--- src/rtl/cpa_pkg.sv ---
package cpa_pkg;
  typedef enum logic [1:0] {
    CMD_NOP  = 2'd0,
    CMD_SEL  = 2'd1,
    CMD_PUSH = 2'd2,
    CMD_PULL = 2'd3
  } cmd_e;

  typedef enum logic [1:0] {
    CF_IDLE,
    CF_SWAP,
    CF_LOAD
  } cfg_st_e;
endpackage

--- src/rtl/cpa_cfg_track.sv ---
module cpa_cfg_track
  import cpa_pkg::*;
#(
  parameter int CFG_W    = 4,
  parameter int NCACHE   = 4,
  parameter int SWAP_LAT = 4
) (
  input  logic             clk_i,
  input  logic             rst_ni,
  input  logic             sel_i,
  input  logic [CFG_W-1:0] tag_i,
  input  logic             load_done_i,
  output logic             busy_o,
  output logic             act_vld_o,
  output logic [CFG_W-1:0] act_tag_o,
  output logic             load_req_o,
  output logic [CFG_W-1:0] load_tag_o
);
  localparam int IDX_W = (NCACHE > 1) ? $clog2(NCACHE) : 1;
  localparam int SC_W  = $clog2(SWAP_LAT + 1);

  cfg_st_e                      st_q;
  logic [CFG_W-1:0]             act_q, pend_q;
  logic                         act_vld_q;
  logic [NCACHE-1:0][CFG_W-1:0] tag_q;
  logic [NCACHE-1:0]            vld_q;
  logic [NCACHE-1:0]            hit;
  logic [IDX_W-1:0]             hit_idx, idx_q, rr_q;
  logic [SC_W-1:0]              sc_q;
  logic                         act_hit, hit_any;

  for (genvar g = 0; g < NCACHE; g++) begin : g_hit
    assign hit[g] = vld_q[g] && (tag_q[g] == tag_i);
  end

  always_comb begin
    hit_idx = '0;
    for (int i = NCACHE - 1; i >= 0; i--) begin
      if (hit[i]) hit_idx = IDX_W'(i);
    end
  end

  assign hit_any = |hit;
  assign act_hit = act_vld_q && (act_q == tag_i);

  always_ff @(posedge clk_i or negedge rst_ni) begin
    if (!rst_ni) begin
      st_q      <= CF_IDLE;
      act_q     <= '0;
      act_vld_q <= 1'b0;
      pend_q    <= '0;
      tag_q     <= '0;
      vld_q     <= '0;
      idx_q     <= '0;
      rr_q      <= '0;
      sc_q      <= '0;
    end else begin
      unique case (st_q)
        CF_IDLE: begin
          if (sel_i && !act_hit) begin
            pend_q <= tag_i;
            if (hit_any) begin
              st_q  <= CF_SWAP;
              idx_q <= hit_idx;
              sc_q  <= SC_W'(SWAP_LAT - 1);
            end else begin
              st_q <= CF_LOAD;
            end
          end
        end
        CF_SWAP: begin
          if (sc_q == '0) begin
            tag_q[idx_q] <= act_q;
            act_q        <= pend_q;
            st_q         <= CF_IDLE;
          end else begin
            sc_q <= sc_q - 1'b1;
          end
        end
        CF_LOAD: begin
          if (load_done_i) begin
            if (act_vld_q) begin
              tag_q[rr_q] <= act_q;
              vld_q[rr_q] <= 1'b1;
              rr_q        <= (rr_q == IDX_W'(NCACHE - 1)) ? '0 : rr_q + 1'b1;
            end
            act_q     <= pend_q;
            act_vld_q <= 1'b1;
            st_q      <= CF_IDLE;
          end
        end
        default: st_q <= CF_IDLE;
      endcase
    end
  end

  assign busy_o     = (st_q != CF_IDLE);
  assign act_vld_o  = act_vld_q;
  assign act_tag_o  = act_q;
  assign load_req_o = (st_q == CF_LOAD);
  assign load_tag_o = pend_q;
endmodule

--- src/rtl/cpa_op_timer.sv ---
module cpa_op_timer #(
  parameter int DATA_W = 32,
  parameter int CNT_W  = 16
) (
  input  logic              clk_i,
  input  logic              rst_ni,
  input  logic              start_i,
  input  logic [CNT_W-1:0]  cycles_i,
  input  logic [DATA_W-1:0] result_i,
  output logic              busy_o,
  output logic [DATA_W-1:0] res_o
);
  logic [CNT_W-1:0]  cnt_q;
  logic [DATA_W-1:0] res_q;

  always_ff @(posedge clk_i or negedge rst_ni) begin
    if (!rst_ni) begin
      cnt_q <= '0;
      res_q <= '0;
    end else if (start_i) begin
      cnt_q <= cycles_i;
      if (cycles_i == '0) res_q <= result_i;
    end else if (cnt_q != '0) begin
      cnt_q <= cnt_q - 1'b1;
      // capture on the final busy cycle
      if (cnt_q == CNT_W'(1)) res_q <= result_i;
    end
  end

  assign busy_o = (cnt_q != '0);
  assign res_o  = res_q;
endmodule

--- src/rtl/cpa_issue_ctrl.sv ---
module cpa_issue_ctrl
  import cpa_pkg::*;
#(
  parameter int DATA_W   = 32,
  parameter int CFG_W    = 4,
  parameter int CNT_W    = 16,
  parameter int NCACHE   = 4,
  parameter int SWAP_LAT = 4
) (
  input  logic              clk_i,
  input  logic              rst_ni,
  input  logic              cmd_valid_i,
  input  logic [1:0]        cmd_op_i,
  input  logic [CFG_W-1:0]  cmd_cfg_i,
  input  logic [DATA_W-1:0] cmd_a_i,
  input  logic [DATA_W-1:0] cmd_b_i,
  input  logic [CNT_W-1:0]  cmd_cycles_i,
  output logic              stall_o,
  output logic              err_o,
  output logic              rd_valid_o,
  output logic [DATA_W-1:0] rd_data_o,
  output logic              arr_start_o,
  output logic [CFG_W-1:0]  arr_cfg_o,
  output logic [DATA_W-1:0] arr_op_a_o,
  output logic [DATA_W-1:0] arr_op_b_o,
  input  logic [DATA_W-1:0] arr_result_i,
  output logic              cfg_load_req_o,
  output logic [CFG_W-1:0]  cfg_load_tag_o,
  input  logic              cfg_load_done_i
);
  cmd_e              op;
  logic              acc, sel_acc, push_acc, pull_acc, data_bad;
  logic              cfg_busy, op_busy, act_vld;
  logic [CFG_W-1:0]  act_tag;
  logic [DATA_W-1:0] res;
  logic              rd_valid_q, err_q;
  logic [DATA_W-1:0] rd_data_q;

  assign op       = cmd_e'(cmd_op_i);
  assign stall_o  = cfg_busy | op_busy;
  assign acc      = cmd_valid_i & ~stall_o;
  assign sel_acc  = acc && (op == CMD_SEL);
  assign push_acc = acc && (op == CMD_PUSH) && act_vld;
  assign pull_acc = acc && (op == CMD_PULL) && act_vld;
  assign data_bad = acc && ((op == CMD_PUSH) || (op == CMD_PULL)) && !act_vld;

  cpa_cfg_track #(
    .CFG_W   (CFG_W),
    .NCACHE  (NCACHE),
    .SWAP_LAT(SWAP_LAT)
  ) cfg_i (
    .clk_i      (clk_i),
    .rst_ni     (rst_ni),
    .sel_i      (sel_acc),
    .tag_i      (cmd_cfg_i),
    .load_done_i(cfg_load_done_i),
    .busy_o     (cfg_busy),
    .act_vld_o  (act_vld),
    .act_tag_o  (act_tag),
    .load_req_o (cfg_load_req_o),
    .load_tag_o (cfg_load_tag_o)
  );

  cpa_op_timer #(
    .DATA_W(DATA_W),
    .CNT_W (CNT_W)
  ) tmr_i (
    .clk_i   (clk_i),
    .rst_ni  (rst_ni),
    .start_i (push_acc),
    .cycles_i(cmd_cycles_i),
    .result_i(arr_result_i),
    .busy_o  (op_busy),
    .res_o   (res)
  );

  always_ff @(posedge clk_i or negedge rst_ni) begin
    if (!rst_ni) begin
      rd_valid_q <= 1'b0;
      rd_data_q  <= '0;
      err_q      <= 1'b0;
    end else begin
      rd_valid_q <= pull_acc;
      if (pull_acc) rd_data_q <= res;
      if (data_bad) err_q <= 1'b1;
    end
  end

  assign rd_valid_o  = rd_valid_q;
  assign rd_data_o   = rd_data_q;
  assign err_o       = err_q;
  assign arr_start_o = push_acc;
  assign arr_cfg_o   = act_tag;
  assign arr_op_a_o  = cmd_a_i;
  assign arr_op_b_o  = cmd_b_i;
endmodule


--- config.mk ---
export PLATFORM = sky130hd
export DESIGN_NAME = cpa_issue_ctrl
export DESIGN_NICKNAME = d
export VERILOG_FILES = /design/src/rtl/cpa_pkg.sv /design/src/rtl/cpa_cfg_track.sv /design/src/rtl/cpa_op_timer.sv /design/src/rtl/cpa_issue_ctrl.sv
export SDC_FILE = /design/constraint.sdc
export NUM_CORES = 1
export LEC_CHECK = 0
export CORE_MARGIN = 5
export CORE_UTILIZATION = 44
export CTS_BUF_LIST = sky130_fd_sc_hd__clkbuf_4 sky130_fd_sc_hd__clkbuf_8 sky130_fd_sc_hd__clkbuf_16
export DETAILED_ROUTE_END_ITERATION = 16
export PLACE_DENSITY = 0.79
export SETUP_SLACK_MARGIN = 0.2
export SYNTH_ARGS = -nofsm -noshare
export SYNTH_HDL_FRONTEND = slang
export SYNTH_SLANG_ARGS = --single-unit
export TNS_END_PERCENT = 20
--- constraint.sdc ---
create_clock -name clk_i -period 2.8 [get_ports clk_i]
set_input_delay 0.42 -clock clk_i [delete_from_list [all_inputs] [get_ports clk_i]]
set_output_delay 0.42 -clock clk_i [all_outputs]
set_load 0.02 [all_outputs]
==> impl_results.md, run 1 <==
- Initial drt markers: 229
- Starting Density: 45.1%
- Least-Margin Pin Slew: slightly above 0.8 ns
- Setup crit end kind: flip-flop
- Place WS: 0.184 ns
- Pleak: between 3 and 4 nW
- Final setup violating endpoints: 0
- Post-DRT Antenna Nets: 0
- Root buffer selected by CTS: clkbuf_16
- Sequential share of the synthesized area: 50.0%
- Primary FF master, synth: dfrtp_1
- Post-Synth Adder-Cell Area: 1.88%
- Global-route wire length before repair: 21,300 um
- WS Path Type: flip-flop to flip-flop
- IO buf count: 102
- Critical path arrival: 2.80 ns
- Complex-gate fraction of the synthesized area: under 10%
- RSZ-0062 raised after global routing: true
- Worst Skew: roughly 0.01 ns
- Max Clk Rate: around 0.4 GHz
- Run status: completed
- GP Congestion: 0.904
- Inst Count DP: 701
- VDD IR max: roughly 0.44 mV
- Clk sinks: 120
- Distinct cells, synth: 50
- Total power: 3.97 mW
- Syn Inst Count: 494
- Num rows: 42
- Top Family by Delay on Critical Path: simple AND/OR/NAND/NOR gates
- Vert. Die Dim: 127 um
- Crit path max fanout: 8
- Relative slew slack: 45.0%
- Hold Crit Class: input port to async pin
- Simple-gate share of the synthesized area: a little over a tenth
- Register bit total from synthesis: 120
- Global route overflow: 0
- Syn nets: 625
- CTS tree: done
- Area delta synth->final: 24.5%
- Routed WL: 13,400 um
- Final std cells w/o fill: 739
- Xor and xnor area share after synthesis: 4.09%
- Crit path time final: 2.52 ns
- DRT Pass-1 Iters: 6
- Cts hold-fix bufs: 0
- Endpoints failing hold: 0
- Max cap viols: 0
- Dpl cell area: 6780 um^2
- Slowest cell on crit path: dfrtp_2
- Via density: approximately 5.2
- Most common cell after layout, fill and taps aside: dfrtp_1
- Die W: 127 um
- Clk buf depth: 2
- CP Data Required Time: about 3.1 ns
- Die footprint: 16,100 um^2
- Final Core Density: a little under three fifths
- Final hold slack: 0.104 ns
- H-tree levels: 4
- DP HPWL: just over 9000 um
- All-layer global routing usage: 16.7%
- Mux contribution to synthesized area: 18.0%
- Slew Viols, Final: 0
- Asr flop ratio synth: 100%
- Cell Area, Synth: 6000 um^2
- Setup TNS: 0 ns
- Clk_lat worst skew: 0.40 ns
- Final Cell Area: about 7500 um^2
- # diodes: 0
- Antenna violations before repair: 0
- Crit path largest cell delay: 0.43 ns
- Ratio of cells with drive above 1 in the final layout: between 20% and 30%
- Mapped Avg Cell Area: 12.1 um^2
- Total core area: 13,300 um^2
- Vias in the first global route: 4,132
- Cell Chain, Critical Path: inv_1, ha_4, nor4b_2, nand4_1, or2_4, nor3_4, buf_12, buf_6, mux2_2
- Smallest setup slack after layout: 0.280 ns
- Period utilization: 90.0%
- Power per cell area: 531 nW/um^2
- WL/cell: 18.2 um
- Most frequent cells in the layout: dfrtp_1, clkdlybuf4s50_1, nand2_1, mux2_2, mux2_4
- CP Launch Type: flip-flop
- Via count: 3,840
- Main combinational cell family by area after synthesis: multiplexers
- Largest net degree at the start of global routing: 64
- Nets@finish: a little under 700
- Number of enable flip-flop cells after synthesis: 0
- Clock transition at the registers of the reported paths: 0.05 ns
- Crit path buf inv count: 3
- Filler cells: 1,081
- # IOs: 231
- DRC violations left: 0
- Total CTS buffers: 17
- Yosys warnings: 0
repair_timing:
| action | 4_1_cts | 5_1_grt |
|---|---|---|
| resized for setup | 3 | 8 |
| gates cloned | 0 | 3 |
| endpoints found under the setup margin | 39 | 40 |
| buffers inserted | 2 | 2 |
| pin swaps | 1 | 4 |
power by group:
group	switching (mW)	leakage [nW]	total [mW]	internal [mW]
Clock	0.719	0.285	2.04	1.32
Combinational	0.0861	1.67	0.182	0.0961
Sequential	0.00393	1.58	1.75	1.74
worst paths after layout:
kind	from	to	slack, ns	cells past startpoint
setup reg to reg	tmr_i.cnt_q[0]$_DFFE_PN0P_	rd_data_o[4]$_DFFE_PN0P_	0.28	9
min in group clk_i	cfg_i.vld_q[0]$_DFFE_PN0P_	cfg_i.vld_q[0]$_DFFE_PN0P_	0.46	1
hold / removal	rst_ni	tmr_i.cnt_q[11]$_DFFE_PN0P_	0.10	1
max in group asynchronous	rst_ni	tmr_i.res_o[13]$_DFFE_PN0P_	1.89	2
setup / recovery	tmr_i.cnt_q[0]$_DFFE_PN0P_	rd_data_o[4]$_DFFE_PN0P_	0.28	9
hold reg to reg	cfg_i.vld_q[0]$_DFFE_PN0P_	cfg_i.vld_q[0]$_DFFE_PN0P_	0.46	1
flip-flops by register name, summed over array words and instances, names as in the netlist:
| register | flops |
|---|---|
| err_o | 1 |
| tmr_i.res_o | 32 |
| rd_data_o | 32 |
| cfg_i.rr_q | 2 |
| tmr_i.cnt_q | 16 |
| cfg_i.sc_q | 3 |
| cfg_i.tag_q | 16 |
| rd_valid_o | 1 |
| cfg_i.act_tag_o | 4 |
| cfg_i.st_q | 2 |
| cfg_i.load_tag_o | 4 |
| cfg_i.vld_q | 4 |
| cfg_i.act_vld_o | 1 |
| cfg_i.idx_q | 2 |
cell usage after synthesis, types with 2 or more instances:
cell type  number  area (um^2)
a21oi_1         7         35.0
xor2_1         17          149
buf_4          64          480
or4_1           3         22.5
nand2_1        36          135
nor3b_1         3         22.5
ha_1            9          113
mux2_1         23          259
a221o_1         4         40.0
xnor2_1        11         96.3
inv_1          14         52.6
a22o_1          2         17.5
buf_2           8         40.0
o21bai_1        3         22.5
o21a_1          3         22.5
nor2b_1         2         12.5
nor2_1         25         93.8
nor3_1          7         35.0
a21o_1          7         52.6
dfrtp_1       120         3000
o21ai_1         2         10.0
nor3_4          2         32.5
clkbuf_1        4         15.0
nor4_1         14         87.6
buf_6           4         45.0
nand2b_1        6         37.5
mux2_2         32          360
mux2_4         30          450
o21ai_0         7         35.0
nand3_1         5         25.0
layout make-up:
cell class	count	area, um^2	area share [%]
Clock buffer	23	495	6.63
Clock inverter	8	71.3	0.955
Inverter	14	52.6	0.703
Multi-Input combinational cell	280	2410	32.2
Sequential cell	120	3000	40.2
Tap cell	176	220	2.95
Timing Repair Buffer	118	1220	16.3
layer usage:
metal	track usage, %	wire (um)	up-vias
met5	0	0	-
met4	6.37	352	0
met3	5.46	772	53
met2	28.1	6710	100
met1	20.1	5610	1926
li1	-	-	1761
cells by family after synthesis:
group           count (synthesis)
xor+xnor                       28
compound gates                 42
buf+inv                        94
fa+ha+maj                       9
mux                            86
simple gates                  115
flops                         120
No activity file was read; power rests on OpenSTA's default activity.
==> run 2, diff against run 1 <==
--- a/config.mk
+++ b/config.mk
@@ -5,6 +5,7 @@
 export SDC_FILE = /design/constraint.sdc
 export NUM_CORES = 1
 export LEC_CHECK = 0
+export ABC_CLOCK_PERIOD_IN_PS = 2500
 export CORE_MARGIN = 5
 export CORE_UTILIZATION = 44
 export CTS_BUF_LIST = sky130_fd_sc_hd__clkbuf_4 sky130_fd_sc_hd__clkbuf_8 sky130_fd_sc_hd__clkbuf_16
==> constraint.sdc (replaced) <==
create_clock -name clk_i -period 2.5 [get_ports clk_i]
set_input_delay 0.375 -clock clk_i [delete_from_list [all_inputs] [get_ports clk_i]]
set_output_delay 0.375 -clock clk_i [all_outputs]
set_load 0.02 [all_outputs]
==> impl_results.md, run 2 (synthesized netlist as in run 1, its figures left out) <==
- Run status: completed
- # diodes: 0 (unchanged)
- Num rows: 42 (unchanged)
- Relative slew slack: 59.8% (+15 points)
- # IOs: 231 (unchanged)
- Nets@finish: 702 (+2.9%)
- Ratio of cells with drive above 1 in the final layout: 26.0% (+3.8 points)
- CTS tree: done
- Period utilization: 92.2%
- Total CTS buffers: 17 (unchanged)
- DRT Pass-1 Iters: 4 (-2)
- Most frequent cells in the layout: dfrtp_1, clkdlybuf4s50_1, nand2_1, mux2_4, mux2_2
- Final setup violating endpoints: 0 (unchanged)
- Endpoints failing hold: 0 (unchanged)
- Via density: 5.17 (-0.43%)
- Global route overflow: 0 (unchanged)
- Routed WL: 13,300 um (-0.90%)
- Slew Viols, Final: 0 (unchanged)
- Critical path arrival: 1.93 ns (-0.87 ns)
- Area of the multi-input gates: 2450 um^2 (+1.8%)
- Worst Skew: 0.0106 ns (+0.000404 ns)
- H-tree levels: 4 (unchanged)
- All-layer global routing usage: 16.8% (+0.037 points)
- Largest net degree at the start of global routing: 78 (+22%)
- Most common cell after layout, fill and taps aside: dfrtp_1
- Dpl cell area: 6880 um^2 (+1.6%)
- Crit path time final: 2.30 ns
- CP Data Required Time: 2.12 ns (-0.96 ns)
- DRC violations left: 0 (unchanged)
- Startpoint of the worst hold path: rd_data_o[18]$_DFFE_PN0P_
- R2R Path End: rd_data_o[28]$_DFFE_PN0P_
- Vias in the first global route: 4,316 (+4.5%)
- WS Path Type: flip-flop to output pin
- DP HPWL: 9130 um (-0.23%)
- Antenna violations before repair: 0 (unchanged)
- Via count: 3,932 (+2.4%)
- Clk sinks: 120 (unchanged)
- Root buffer selected by CTS: clkbuf_16
- Post-DRT Antenna Nets: 0 (unchanged)
- Vert. Die Dim: 127 um (unchanged)
- Starting Density: 45.1% (unchanged)
- Max Clk Rate: 0.434 GHz
- Worst reg-to-reg path cell count: 7 (-2)
- Critical Path Start: tmr_i.cnt_q[5]$_DFFE_PN0P_
- R2R setup slack: 0.23 ns (-0.05 ns)
- Crit path max fanout: 5 (-3)
- Area delta synth->final: 28.0%
- WHS Endpoint: rd_data_o[18]$_DFFE_PN0P_
- WL/cell: 17.5 um (-3.6%)
- Least-Margin Pin Slew: 0.602 ns (-0.222 ns)
- Hold Path Stages: 1
- Final Cell Area: 7680 um^2 (+2.8%)
- RSZ-0062 raised after global routing: true
- Setup crit end kind: output pin
- Final Core Density: 57.8% (+1.6 points)
- Global-route wire length before repair: 21,500 um (+1.0%)
- VDD IR max: 0.480 mV (+9.6%)
- GP Congestion: 0.847 (-6.3%)
- Total core area: 13,300 um^2 (unchanged)
- Filler cells: 1,105 (+2.2%)
- Clk_lat worst skew: 0.42 ns (+0.02 ns)
- Max cap viols: 0 (unchanged)
- Clk buf depth: 2 (unchanged)
- IO buf count: 102 (unchanged)
- Clock transition at the registers of the reported paths: 0.05 ns (about the same)
- CP Launch Type: flip-flop
- Pleak: 3.64 nW (+2.8%)
- Die footprint: 16,100 um^2 (unchanged)
- Die W: 127 um (unchanged)
- Worst reg2reg path startpoint: tmr_i.cnt_q[9]$_DFFE_PN0P_
- Hold Crit Class: flip-flop to flip-flop
- Register area: 3000 um^2 (unchanged)
- Power per cell area: 590 nW/um^2 (+11%)
- Initial drt markers: 177 (-23%)
==> run 2: worst max path at each step <==
| stage | end | slack, ns | cells past startpoint |
|---|---|---|---|
| final | arr_start_o | 0.20 | 5 |
| after global routing | rd_data_o[31]$_DFFE_PN0P_ | 0.09 | 9 |
| after CTS | arr_start_o | 0.18 | 5 |
| after detailed placement | cfg_i.sc_q[1]$_DFFE_PN0P_ | -0.03 | 8 |
| after global placement | cfg_i.sc_q[1]$_DFFE_PN0P_ | 0.06 | 8 |
| after floorplan | tmr_i.res_o[10]$_DFFE_PN0P_ | 0.19 | 7 |
==> run 2: stage by stage <==
step	setup TNS, ns	std cells	power [mW]	hold WS, ns	worst slack, ns
floorplan	0	494	2.19	0.0794	0.185
global placement	0	714	2.19	0.428	0.0597
detailed placement	-0.0270	714	2.20	0.437	-0.0270
CTS	0	751	4.60	0.488	0.183
global route	0	760	4.70	0.502	0.0894
finish	0	760	4.53	0.490	0.195
==> run 2: area by class of cell <==
type	instances	share of cell area (%)
clock inverter	6	0.814
clock buffer	26	6.91
timing repair buffer	138	17.8
sequential	120	39.1
tap	176	2.87
multi-input combinational	280	31.9
inverter	14	0.684
==> run 2: critical path: stages, from the launching register on <==
cell,delay [ns]
dfrtp_2,0.44
nor4_4,0.33
and4_4,0.28
nand3_4,0.09
nor3_4,0.18
buf_2,0.19
==> run 2: what timing repair did <==
item / CTS / global route
endpoints found under the hold margin: 2 / 0
setup buffers: 3 / 7
hold buffers: 1 / 0
endpoints found under the setup margin: 71 / 67
resized for setup: 12 / 12
gates cloned: 1 / 2
pin swaps: 5 / 4
==> run 2: where the power goes <==
group / internal [mW] / total [mW] / switching [mW] / leakage, nW
sequential: 1.95 / 1.96 / 0.00393 / 1.58
clock: 1.55 / 2.37 / 0.816 / 0.289
combinational: 0.111 / 0.205 / 0.0942 / 1.77
==> run 2: metal layers <==
metal  share of wire, %  global-route usage [%]  up-vias
li1                   -                       -     1806
met1                 41                    19.3     1929
met2                 49                    27.6      134
met3                6.7                    6.22       63
met4                3.4                    8.14        0
met5                  0                       0        -
==> run 3, diff against run 2 <==
--- a/config.mk
+++ b/config.mk
@@ -9,9 +9,11 @@
 export CORE_MARGIN = 5
 export CORE_UTILIZATION = 44
 export CTS_BUF_LIST = sky130_fd_sc_hd__clkbuf_4 sky130_fd_sc_hd__clkbuf_8 sky130_fd_sc_hd__clkbuf_16
+export CTS_CLUSTER_SIZE = 16
 export DETAILED_ROUTE_END_ITERATION = 16
 export PLACE_DENSITY = 0.79
 export SETUP_SLACK_MARGIN = 0.2
+export SKIP_CTS_REPAIR_TIMING = 1
 export SYNTH_ARGS = -nofsm -noshare
 export SYNTH_HDL_FRONTEND = slang
 export SYNTH_SLANG_ARGS = --single-unit
==> impl_results.md, run 3 (synthesized netlist as in run 1, its figures left out) <==
- Run status: complete, but fails checks
- Violated checks: hold timing
- Total core area: 13,300 um^2 (unchanged)
- Crit path time final: 2.32 ns (+0.0197 ns)
- WL/cell: 17.6 um (+0.19%)
- IO buf count: 102 (unchanged)
- Endpoints failing hold: 8 (+8)
- R2R setup slack: 0.22 ns (about the same)
- CTS tree: done
- Pleak: 3.62 nW (-0.59%)
- Via count: 3,895 (-0.94%)
- # IOs: 231 (unchanged)
- Worst Skew: 0.0111 ns (+0.000528 ns)
- Antenna violations before repair: 0 (unchanged)
- Global route overflow: 0 (unchanged)
- Most frequent cells in the layout: dfrtp_1, clkdlybuf4s50_1, mux2_4, nand2_1
- Num rows: 42 (unchanged)
- Die W: 127 um (unchanged)
- Period utilization: 93.0% (+0.79 points)
- Via density: 5.15 (-0.42%)
- Total CTS buffers: 17 (unchanged)
- Largest net degree at the start of global routing: 78 (unchanged)
- Global-route wire length before repair: 21,200 um (-1.7%)
- Ratio of cells with drive above 1 in the final layout: 25.9% (-0.17 points)
- # diodes: 0 (unchanged)
- DRC violations left: 0 (unchanged)
- Vias in the first global route: 4,272 (-1.0%)
- VDD IR max: 0.480 mV (about the same)
- Most common cell after layout, fill and taps aside: dfrtp_1
- WS Path Type: flip-flop to output pin
- R2R Path End: rd_data_o[7]$_DFFE_PN0P_
- Die footprint: 16,100 um^2 (unchanged)
- Clk buf depth: 2 (unchanged)
- Nets@finish: 698 (-0.57%)
- CP Launch Type: flip-flop
- Setup crit end kind: output pin
- DP HPWL: 9130 um (unchanged)
- Clk_lat worst skew: 0.42 ns (about the same)
- H-tree levels: 4 (unchanged)
- Starting Density: 45.1% (unchanged)
- Worst reg-to-reg path cell count: 9 (+2)
- Critical Path Start: tmr_i.cnt_q[6]$_DFFE_PN0P_
- Final setup violating endpoints: 0 (unchanged)
- Slew Viols, Final: 0 (unchanged)
- Crit path max fanout: 4 (-1)
- Clk sinks: 120 (unchanged)
- GP Congestion: 0.847 (unchanged)
- Initial drt markers: 161 (-9.0%)
- CP Data Required Time: 2.12 ns (about the same)
- Area delta synth->final: 28.0% (about the same)
- Hold Crit Class: input port to async pin
- Max cap viols: 0 (unchanged)
- Worst reg2reg path startpoint: tmr_i.cnt_q[1]$_DFFE_PN0P_
- Clock transition at the registers of the reported paths: 0.05 ns (about the same)
- Final Core Density: 57.8% (about the same)
- Critical path arrival: 1.95 ns (+0.02 ns)
- Total power: 4.53 mW (about the same)
- Post-DRT Antenna Nets: 0 (unchanged)
- All-layer global routing usage: 16.4% (-0.37 points)
- Max Clk Rate: 0.430 GHz (-0.85%)
- Setup TNS: 0 ns (unchanged)
- Root buffer selected by CTS: clkbuf_16
- Least-Margin Pin Slew: 0.611 ns (+0.00856 ns)
- Final hold slack: -0.0192 ns (-0.509 ns)
- Power per cell area: 590 nW/um^2 (about the same)
- Routed WL: 13,300 um (-0.34%)
- DRT Pass-1 Iters: 5 (+1)
- Filler cells: 1,102 (-0.27%)
- RSZ-0062 raised after global routing: true
- Relative slew slack: 59.3% (-0.57 points)
- Vert. Die Dim: 127 um (unchanged)
run 3: cell count changes in the layout (fill, tap and decap cells not counted), sizes merged:
cell | before | now
buf | 36 | 32
clkbuf | 27 | 28
clkdlybuf4s50 | 98 | 99
dlygate4sd2 | 2 | 0
dlygate4sd3 | 1 | 0
dlymetal6s2s | 0 | 1
run 3: cell type report:
cell class	instances	area, um^2	area share, %
timing repair buffer	134	1340	17.4
tap	176	220	2.87
sequential	120	3000	39.1
inverter	14	52.6	0.684
multi-input combinational	280	2470	32.2
clock buffer	26	531	6.90
clock inverter	6	62.6	0.814
run 3: layer usage:
layer	part of all wire, %	wire, um	vias to the layer above	global-route usage (%)
li1	-	-	1791	-
met1	41	5490	1901	19.2
met2	48	6440	145	26.7
met3	7.0	931	58	6.05
met4	3.2	419	0	7.89
met5	0	0	-	0
run 3: worst max-delay path, cell delays in order, from the launching register on:
cell,delay (ns)
dfrtp_1,0.43
nor4_4,0.35
and4_4,0.30
nand3_4,0.09
nor3_4,0.18
buf_2,0.19
run 3: how the worst max path moves through the flow:
stage,endpoint,slack (ns),depth (start not counted)
final,arr_start_o,0.18,5
after global routing,rd_data_o[7]$_DFFE_PN0P_,0.10,9
after CTS,arr_start_o,-0.37,5
after detailed placement,cfg_i.sc_q[1]$_DFFE_PN0P_,-0.03,8
after global placement,cfg_i.sc_q[1]$_DFFE_PN0P_,0.06,8
after floorplan,tmr_i.res_o[10]$_DFFE_PN0P_,0.19,7
run 3: metrics by stage:
step | worst slack [ns] | instance area, um^2 | std cells
floorplan | 0.185 | 6020 | 494
global placement | 0.0597 | 6880 | 714
detailed placement | -0.0270 | 6880 | 714
CTS | -0.374 | 7470 | 746
global route | 0.104 | 7680 | 756
finish | 0.176 | 7680 | 756
run 3: power breakdown:
group / internal [mW] / total (mW) / switching, mW
combinational: 0.110 / 0.204 / 0.0936
sequential: 1.95 / 1.96 / 0.00400
clock: 1.55 / 2.37 / 0.821
total: 3.62 / 4.53 / 0.919
